--- src/rtl/jtag_tclk_pkg.sv ---
package jtag_tclk_pkg;

  typedef enum logic [3:0] {
    TAP_TLR, TAP_RTI,
    TAP_SEL_DR, TAP_CAP_DR, TAP_SH_DR, TAP_EX1_DR, TAP_PAU_DR, TAP_EX2_DR, TAP_UPD_DR,
    TAP_SEL_IR, TAP_CAP_IR, TAP_SH_IR, TAP_EX1_IR, TAP_PAU_IR, TAP_EX2_IR, TAP_UPD_IR
  } tap_e;

  typedef enum logic [1:0] {
    OP_RESET = 2'd0,
    OP_IR    = 2'd1,
    OP_DR    = 2'd2,
    OP_TCLK  = 2'd3
  } op_e;

  // Standard TAP controller transition on a rising TCK edge.
  function automatic tap_e tap_next(tap_e s, logic m);
    tap_e n;
    unique case (s)
      TAP_TLR:    n = m ? TAP_TLR    : TAP_RTI;
      TAP_RTI:    n = m ? TAP_SEL_DR : TAP_RTI;
      TAP_SEL_DR: n = m ? TAP_SEL_IR : TAP_CAP_DR;
      TAP_CAP_DR: n = m ? TAP_EX1_DR : TAP_SH_DR;
      TAP_SH_DR:  n = m ? TAP_EX1_DR : TAP_SH_DR;
      TAP_EX1_DR: n = m ? TAP_UPD_DR : TAP_PAU_DR;
      TAP_PAU_DR: n = m ? TAP_EX2_DR : TAP_PAU_DR;
      TAP_EX2_DR: n = m ? TAP_UPD_DR : TAP_SH_DR;
      TAP_UPD_DR: n = m ? TAP_SEL_DR : TAP_RTI;
      TAP_SEL_IR: n = m ? TAP_TLR    : TAP_CAP_IR;
      TAP_CAP_IR: n = m ? TAP_EX1_IR : TAP_SH_IR;
      TAP_SH_IR:  n = m ? TAP_EX1_IR : TAP_SH_IR;
      TAP_EX1_IR: n = m ? TAP_UPD_IR : TAP_PAU_IR;
      TAP_PAU_IR: n = m ? TAP_EX2_IR : TAP_PAU_IR;
      TAP_EX2_IR: n = m ? TAP_UPD_IR : TAP_SH_IR;
      default:    n = m ? TAP_SEL_DR : TAP_RTI;
    endcase
    return n;
  endfunction

  // TMS value that steers the TAP toward the goal of the command:
  // the matching shift state for scans, Run-Test/Idle otherwise.
  function automatic logic route_tms(tap_e s, op_e op, logic last);
    logic t;
    unique case (s)
      TAP_TLR:    t = 1'b0;
      TAP_RTI:    t = (op == OP_IR) || (op == OP_DR);
      TAP_SEL_DR: t = (op == OP_IR);
      TAP_SEL_IR: t = (op != OP_IR);
      TAP_CAP_DR: t = (op != OP_DR);
      TAP_CAP_IR: t = (op != OP_IR);
      TAP_SH_DR:  t = (op != OP_DR) || last;
      TAP_SH_IR:  t = (op != OP_IR) || last;
      TAP_UPD_DR, TAP_UPD_IR: t = 1'b0;
      default:    t = 1'b1;
    endcase
    return t;
  endfunction

endpackage

--- src/rtl/jtag_tck_div.sv ---
module jtag_tck_div #(
  parameter int DIV_W = 8
) (
  input  logic             clk,
  input  logic             rst_n,
  input  logic             run,
  input  logic [DIV_W-1:0] half,
  output logic             tick
);
  logic [DIV_W-1:0] cnt_q;

  assign tick = run && (cnt_q >= half);

  always_ff @(posedge clk or negedge rst_n) begin
    if (!rst_n)       cnt_q <= '0;
    else if (!run)    cnt_q <= '0;
    else if (tick)    cnt_q <= '0;
    else              cnt_q <= cnt_q + DIV_W'(1);
  end
endmodule

--- src/rtl/jtag_tap_track.sv ---
module jtag_tap_track
  import jtag_tclk_pkg::*;
(
  input  logic clk,
  input  logic rst_n,
  input  logic adv,
  input  logic tms,
  output tap_e state
);
  always_ff @(posedge clk or negedge rst_n) begin
    if (!rst_n)   state <= TAP_TLR;
    else if (adv) state <= tap_next(state, tms);
  end
endmodule

--- src/rtl/jtag_tclk_host.sv ---
module jtag_tclk_host
  import jtag_tclk_pkg::*;
#(
  parameter int DATA_W = 32,
  parameter int DIV_W  = 8,
  parameter int CNT_W  = 16,
  parameter int LEN_W  = $clog2(DATA_W + 1)
) (
  input  logic              clk,
  input  logic              rst_n,
  input  logic [DIV_W-1:0]  tck_half,
  input  logic              cmd_valid,
  input  logic [1:0]        cmd_op,
  input  logic [LEN_W-1:0]  cmd_len,
  input  logic [DATA_W-1:0] cmd_data,
  input  logic [CNT_W-1:0]  cmd_cycles,
  input  logic              cmd_level,
  output logic              busy,
  output logic              rsp_valid,
  output logic [DATA_W-1:0] rsp_data,
  output logic              tck,
  output logic              tms,
  output logic              tdi,
  input  logic              tdo
);
  localparam int         TOG_W   = CNT_W + 1;
  localparam logic [2:0] RST_CYC = 3'd5;

  logic              busy_q, setup_q, rsp_valid_q;
  op_e               op_q;
  logic [LEN_W-1:0]  len_q, idx_q;
  logic [DATA_W-1:0] data_q, rsp_q, data_sh;
  logic [CNT_W-1:0]  cyc_q;
  logic              lvl_q, did_shift_q;
  logic [TOG_W-1:0]  tog_q;
  logic [2:0]        rst_cnt_q;
  logic              tck_q, tms_q, tdi_q;

  // Named internal events, also observed by the checker.
  logic tick, accept, rise_evt, drive_evt, cmd_done, in_shift, last_bit;
  logic tms_nxt, tdi_nxt, in_rti;
  tap_e tap_state;

  assign accept    = cmd_valid && !busy_q;
  assign rise_evt  = busy_q && !setup_q && tick && !tck_q;
  assign drive_evt = setup_q || (busy_q && tick && tck_q);

  jtag_tck_div #(.DIV_W(DIV_W)) u_div (
    .clk  (clk),
    .rst_n(rst_n),
    .run  (busy_q && !setup_q),
    .half (tck_half),
    .tick (tick)
  );

  jtag_tap_track u_tap (
    .clk  (clk),
    .rst_n(rst_n),
    .adv  (rise_evt),
    .tms  (tms_q),
    .state(tap_state)
  );

  assign in_rti   = (tap_state == TAP_RTI);
  assign data_sh  = data_q >> idx_q;
  assign last_bit = (idx_q == len_q - LEN_W'(1));
  assign in_shift = ((op_q == OP_IR) && (tap_state == TAP_SH_IR)) ||
                    ((op_q == OP_DR) && (tap_state == TAP_SH_DR));

  always_comb begin
    unique case (op_q)
      OP_RESET: cmd_done = (rst_cnt_q == RST_CYC);
      OP_TCLK:  cmd_done = in_rti && (tog_q == {cyc_q, 1'b0});
      default:  cmd_done = in_rti && did_shift_q;
    endcase
  end

  always_comb begin
    tms_nxt = (op_q == OP_RESET) ? 1'b1 : route_tms(tap_state, op_q, last_bit);
    unique case (op_q)
      OP_RESET: tdi_nxt = tdi_q;
      OP_TCLK:  tdi_nxt = tdi_q ^ in_rti;   // aux clock only while parked
      default:  tdi_nxt = data_sh[0];       // data mode
    endcase
  end

  always_ff @(posedge clk or negedge rst_n) begin
    if (!rst_n) begin
      busy_q      <= 1'b0;
      setup_q     <= 1'b0;
      rsp_valid_q <= 1'b0;
      op_q        <= OP_RESET;
      len_q       <= '0;
      idx_q       <= '0;
      data_q      <= '0;
      rsp_q       <= '0;
      cyc_q       <= '0;
      lvl_q       <= 1'b0;
      did_shift_q <= 1'b0;
      tog_q       <= '0;
      rst_cnt_q   <= '0;
      tck_q       <= 1'b0;
      tms_q       <= 1'b1;
      tdi_q       <= 1'b0;
    end else begin
      rsp_valid_q <= 1'b0;
      if (accept) begin
        busy_q      <= 1'b1;
        setup_q     <= 1'b1;
        op_q        <= op_e'(cmd_op);
        len_q       <= cmd_len;
        data_q      <= cmd_data;
        cyc_q       <= cmd_cycles;
        lvl_q       <= cmd_level;
        idx_q       <= '0;
        rsp_q       <= '0;
        tog_q       <= '0;
        rst_cnt_q   <= '0;
        did_shift_q <= 1'b0;
      end else begin
        if (drive_evt) begin
          setup_q <= 1'b0;
          tck_q   <= 1'b0;
          if (cmd_done) begin
            busy_q      <= 1'b0;
            rsp_valid_q <= 1'b1;
            if (op_q == OP_TCLK) tdi_q <= lvl_q;
          end else begin
            tms_q <= tms_nxt;
            tdi_q <= tdi_nxt;
            if (op_q == OP_TCLK && in_rti) tog_q <= tog_q + TOG_W'(1);
          end
        end
        if (rise_evt) begin
          tck_q <= 1'b1;
          if (in_shift) begin
            rsp_q       <= rsp_q | (DATA_W'(tdo) << idx_q);
            idx_q       <= idx_q + LEN_W'(1);
            did_shift_q <= 1'b1;
          end
          if (op_q == OP_RESET) rst_cnt_q <= rst_cnt_q + 3'd1;
        end
      end
    end
  end

  assign busy      = busy_q;
  assign rsp_valid = rsp_valid_q;
  assign rsp_data  = rsp_q;
  assign tck       = tck_q;
  assign tms       = tms_q;
  assign tdi       = tdi_q;
endmodule

--- config.mk ---
export PLATFORM = sky130hd
export DESIGN_NAME = jtag_tclk_host
export DESIGN_NICKNAME = d
export VERILOG_FILES = /design/src/rtl/jtag_tclk_pkg.sv /design/src/rtl/jtag_tck_div.sv /design/src/rtl/jtag_tap_track.sv /design/src/rtl/jtag_tclk_host.sv
export SDC_FILE = /design/constraint.sdc
export NUM_CORES = 1
export LEC_CHECK = 0
export ABC_AREA = 1
export CORE_ASPECT_RATIO = 0.75
export CORE_MARGIN = 4
export CORE_UTILIZATION = 50
export DETAILED_ROUTE_END_ITERATION = 8
export PLACE_DENSITY = 0.76
export SYNTH_ARGS = -nofsm -noshare
export SYNTH_HDL_FRONTEND = slang
export SYNTH_SLANG_ARGS = --single-unit
--- constraint.sdc ---
create_clock -name clk -period 3.1 [get_ports clk]
set_input_delay 0.62 -clock clk [delete_from_list [all_inputs] [get_ports clk]]
set_output_delay 0.62 -clock clk [all_outputs]
set_load 0.01 [all_outputs]
* Word-level counts from Yosys, hierarchy flattened *
Index checks and enable logic that the tools add are counted.

storage, ports and cells
  input port bits = 69
  output and inout port bits = 37
  register bits after elaboration = 134
  word-level logic and storage cells = 142

operators by class
  muxes and demuxes = 46
  $add $sub $neg = 5
  order comparisons = 1
  bitwise operators = 4
  eq/ne operators = 26
  reductions and logical operators = 40
  shift-type cells = 2

operators with widths
  operator                 number
  $mux W32                 3
  $mux W17                 4
  $pmux W4 S11             1
  $eq A4 B4 Y1 const B     8
  $or A32 B32 Y32          1
  $shl A1 B6 Y32           1
  $shr A32 B6 Y1           1
  $mux W1                  18
  $mux W6                  3
  $add A17 B1 Y17 const B  1
  $eq A17 B17 Y1           1
  $eq A4 B3 Y1 const B     4
  $mux W4                  4
  $mux W8                  2
  $mux W3                  5
  $reduce_bool A2 Y1       7
  $logic_and A1 B1 Y1      12
  $add A8 B1 Y8 const B    1
  $eq A4 B2 Y1 const B     2
  $ge A8 B8 Y1             1
  $reduce_and A2 Y1        4
  $pmux W1 S7              1
  $add A6 B1 Y6 const B    1
  $eq A6 B6 Y1             1
  other kinds (20)         37

* Longest topological paths before layout *
  depth after elaboration = 8
  depth in mapped cells = 16
  depth with buffers taken out = 16

* Modules after synthesis *
From an unflattened synthesis, not the netlist that was laid out.

unflattened totals
  cells, all modules = 951
  area total of the unflattened synthesis = 7220.7 um^2

modules (own cells, without submodules)
  module          times used  cells an instance  area each (um^2)
  jtag_tclk_host  1           804                6207.2
  jtag_tck_div    1           73                 588.1
  jtag_tap_track  1           74                 425.4

* Worst setup path after synthesis *
OpenSTA, ideal clock, no wires.

  path kind = input -> register
  start point = input port tck_half[7]
  end point = register tog_q[10]
  data arrival time = 2.098 ns
  data required time = 2.982 ns
  cell stages on the path = 12
  path buffers = 1
  slack = 0.884 ns
  setup time = 0.118 ns
  cell sequence = inv_1 ha_1 nand2_1 nor2_1 nand4_1 nand3_1 nand3_1 a21oi_4 nand2_2 buf_4 nand3_1 nand2_1

on the way
  cells in the longest elaborated chain, start to end = 7

RTL lines
  element                              line                   source
  start, declared                      jtag_tclk_host.sv:11   input logic [DIV_W-1:0] tck_half,
  $ge A8 B8 Y1                         jtag_tck_div.sv:12     assign tick = run && (cnt_q >= half);
  $logic_and A1 B1 Y1                  jtag_tck_div.sv:12
  $logic_and A1 B1 Y1 (2 in series)    jtag_tclk_host.sv:46   assign drive_evt = setup_q || (busy_q && tick && tck_q);
  $logic_or A1 B1 Y1                   jtag_tclk_host.sv:46
  $reduce_bool A2 Y1 (no source line)  -
  $reduce_and A3 Y1 (no source line)   -
  end signal, assigned                 jtag_tclk_host.sv:131  if (op_q == OP_TCLK && in_rti) tog_q <= tog_q + TOG_W'(1);
  end, declared                        jtag_tclk_host.sv:35   logic [TOG_W-1:0] tog_q;

No other way between the ends.
A chain may end at the register's enable or synchronous reset.

* Worst setup path after layout *
  start point = input port tck_half[7]
  end point = register rsp_q[31] (netlist: rsp_data[31])

on the way
  cells in the longest elaborated chain, start to end = 6

RTL lines
  element                              line                   source
  $ge A8 B8 Y1                         jtag_tck_div.sv:12
  $logic_and A1 B1 Y1                  jtag_tck_div.sv:12
  $logic_and A1 B1 Y1 (2 in series)    jtag_tclk_host.sv:45   assign rise_evt = busy_q && !setup_q && tick && !tck_q;
  $reduce_bool A2 Y1 (no source line)  -
  $reduce_and A2 Y1 (no source line)   -
  end signal, assigned                 jtag_tclk_host.sv:137  rsp_q <= rsp_q | (DATA_W'(tdo) << idx_q);
  end, declared                        jtag_tclk_host.sv:32   logic [DATA_W-1:0] data_q, rsp_q, data_sh;

No other way between the ends.

==> summary.md <==
| Metric | Value |
|---|---|
| Top Family by Delay on Critical Path | `simple AND/OR/NAND/NOR gates` |
| Clock power share | `around 30%` |
| RSZ-0062 raised after global routing | `false` |
| DRC | `0` |
| Clock tree sinks | `134` |
| Fin. max-slew vios | `0` |
| Synth Instances | `981` |
| Worst Path Required | `between 3000 and 4000 ps` |
| Top-Level Pins | `106` |
| Antenna-violating nets left | `0` |
| CTS tree | `yes` |
| Routability cong. | `roughly 0.95` |
| Syn nets | `about 1100` |
| R2R depth | `12` |
| CTS root buf | `clkbuf_16` |
| Most used DFF post-synth | `dfrtp_1` |
| Worst vdd ir | `470.7 uV` |
| FF-to-FF Start | `u_div.cnt_q[7]` |
| Comb pwr share | `about a third` |
| Critical path cell sequence | `clkdlybuf4s50_1 > inv_1 > ha_1 > nand2_1 > nor2_1 > nand4_1 > nand3_1 > nand3_1 > inv_2 > nand2_2 > buf_12 > nor3_1 > nor2_1 > nor2_1` |
| Routed WL | `18130 microns` |
| Hold Crit Class | `primary input to async pin` |
| Vias per inst | `5.144` |
| Syn Area/Cell | `7.427 sq um` |
| Avg WL per Cell | `between 10 and 15 microns` |
| Library cells used by synthesis | `40` |
| Synth area leader | `dfrtp_1` |
| Asr flop ratio synth | `100.0%` |
| Vias in the first global route | `6354` |
| Yosys warning total | `0` |
| Slowest CP cell | `clkdlybuf4s50_1` |
| Most frequent CP cell | `nor2_1` |
| Die Y | `between 100 and 150 microns` |
| GRT Overall Usage | `22.86%` |
| Status | `complete, no violations` |
| Sw power | `about 0.0028 W` |
| CP Data Arrival Time | `2850 ps` |
| Seq cells post-synth | `134` |
| Die area | `16590 sq um` |
| Clock Tree Buf Depth | `2` |
| H-tree levels | `4` |
| Global-route wire length before repair | `approximately 31000 microns` |
| GRT overflow | `0` |
| CP endpoint kind | `flip-flop` |
| WS Path Type | `primary input to flip-flop` |
| Core Region | `between 10000 and 15000 sq um` |
| Post-CTS resize count | `0` |
| Area Growth Syn to Fin | `26.07%` |
| Setup repair bufs after CTS | `0` |
| Final std cells w/o fill | `roughly 1300` |
| Pint | `0.004505 W` |
| Fmax achieved | `399.9 MHz` |
| Pwr/cell area | `789.9 nW/um^2` |
| Setup_tns | `0 ps` |
| Post-synth top area share | `45.68%` |
| Worst-path maximum fanout | `20` |
| Vias | `around 6600` |
| PortBufs | `105` |
| Part of the power in registers | `37.4%` |
| Startpoint types | `primary input` |
| Initial drt markers | `573` |
| Count of final hold-check violations | `0` |
| HPWL Detailed | `12740 microns` |
| Worst-path clk slew | `roughly 60 ps` |
| Post-synth EDFFs | `0` |
| Mapped cell area | `7286 sq um` |
| Site Rows | `37` |
| Cells after DPL | `around 1300` |
| Share of layout cells above drive strength 1 | `6.393%` |
| Sw Share | `37.91%` |
| Reg2Reg Setup Slack | `880 ps` |
| Post-CTS Hold Buffers | `0` |
| Die X | `147.4 microns` |
| Clock latency at the later pin of the worst-skew pair | `420 ps` |
| CP bufs+invs | `4` |
| Detailed Routing Iterations Pass 1 | `6` |
| CTS Buf Count | `17` |
| Worst relative slew slack | `57.61%` |
| Synth area leaders | `dfrtp_1 (46%), nand2_1 (17%), nor2_1 (5.9%), inv_1 (4.6%), nand3_1 (3.8%)` |
| Static leakage | `4.571 nW` |
| Slew @ Worst Pin | `635.9 ps` |
| Antenna violations before repair | `0` |
| Max cap viols | `0` |
| R2r endpoint | `rsp_data[31]` |
| Starting Density | `52.11%` |
| Largest net degree at the start of global routing | `67` |
| Ant. Diodes | `0` |
| Final nets | `1169` |
| Fin crit share | `between 80% and 90%` |
| Setup-failing EPs final | `0` |
| Worst path max stage delay | `450 ps` |
| Min Tclk post-route | `2501 ps` |
| Register area share after synthesis | `a little under half` |
| Clk_skew | `around 9.0 ps` |
==> worst register-to-register path: stages, from the launching register on <==
cell and delay (ps):
dfrtp_1 390, ha_1 300, nand2_1 70, nor2_1 160, nand4_1 120, nand3_1 150, nand3_1 150, inv_2 120
nand2_2 170, buf_12 220, nor3_1 150, nor2_1 60, nor2_1 90
==> final cells by class <==
type,instances,area (sq um)
Clock buffer,18,439.2
Clock inverter,14,187.7
Fill cell,1214,4796
Inverter,104,390.4
Multi-Input combinational cell,707,3386
Sequential cell,134,3354
Tap cell,195,244.0
Timing Repair Buffer,118,1184
==> synthesized netlist by cell type (10+ instances only) <==
cell        n
dfrtp_1   133
nor2_1    115
clkbuf_1   24
o21ai_0    45
a21oi_1    25
xor2_1     23
nand2_1   322
nand3_1    56
inv_1      89
nand4_1    22
ha_1       18
nor3_1     34
inv_2      10
==> stage by stage <==
stage / setup WS [ps] / hold WS (ps) / total power, W / util [%] / instance area (sq um)
2_1_floorplan: 883.6 / 324.4 / 0.004351 / - / 7286
3_3_place_gp: 296.4 / 452.8 / 0.005010 / 61.21 / 8558
3_5_place_dp: 189.7 / 454.8 / 0.005072 / 61.21 / 8558
4_1_cts: 615.5 / 223.1 / 0.007271 / 65.70 / 9185
5_1_grt: 354.3 / 247.3 / 0.007797 / 65.70 / 9185
6_report: 599.3 / 201.3 / 0.007256 / 65.70 / 9185
==> sequential cells by signal (all words and copies together), names as in the netlist <==
name / cells
data_q: 32
rsp_data: 32
tog_q: 17
cyc_q: 16
u_div.cnt_q: 8
idx_q: 6
len_q: 6
u_tap.state: 4
rst_cnt_q: 3
op_q: 2
busy: 1
did_shift_q: 1
lvl_q: 1
rsp_valid: 1
setup_q: 1
tck: 1
tdi: 1
tms: 1
==> power by group through the flow <==
stage / Combinational, W / Clock [W] / Sequential (W)
detailed placement: 0.00234 / 0 / 0.00273
floorplan: 0.00175 / 0 / 0.00260
global placement: 0.00229 / 0 / 0.00272
global route: 0.00274 / 0.00227 / 0.00279
CTS: 0.00237 / 0.00219 / 0.00271
finish: 0.00238 / 0.00216 / 0.00272
==> routing by layer <==
metal  global-route usage [%]  up-vias  share of wire (%)
met2                    33.28      240                 42
met1                    34.14     3045                 50
met3                    5.408       22                7.2
li1                         -     3329                  -
met5                        0        -                  0
met4                    6.456        0                1.2
==> worst max-delay path by stage <==
stage,start,endpoint,slack (ps),cells after the start
after floorplan,tck_half[7],tog_q[10],880,12
after global placement,tck_half[7],rsp_data[7],300,14
after detailed placement,tck_half[7],idx_q[5],190,13
after CTS,tck_half[7],rsp_data[31],620,14
after global routing,tck_half[6],rsp_data[6],350,14
final,tck_half[7],rsp_data[31],600,14
==> cells by family (layout without fill, tap and decap cells) <==
family | after synthesis | after routing | synth area share, %
xor+xnor | 30 | 30 | 3.795
compound gates | 94 | 94 | 7.264
fa+ha+maj | 18 | 18 | 3.091
flops | 134 | 134 | 46.04
simple gates | 565 | 565 | 32.22
buf+inv | 140 | 254 | 7.591
==> placed cells by master (no fill, tap or decap), drive strengths merged, types with 2 or more instances in the layout <==
cell type / synthesis / routed
a21oi: 26 / 26
a31oi: 7 / 7
buf: 12 / 14
bufinv: 0 / 3
clkbuf: 24 / 18
clkdlybuf4s50: 0 / 104
clkinv: 5 / 7
dfrtp: 133 / 133
ha: 18 / 18
inv: 99 / 107
nand2: 324 / 324
nand3: 56 / 56
nand3b: 3 / 3
nand4: 22 / 22
nor2: 120 / 120
nor3: 35 / 35
nor4: 3 / 3
o21a: 2 / 2
o21ai: 49 / 49
o21bai: 2 / 2
o22ai: 4 / 4
xnor2: 6 / 6
xor2: 23 / 23
Power figures use the tool's default switching activity.
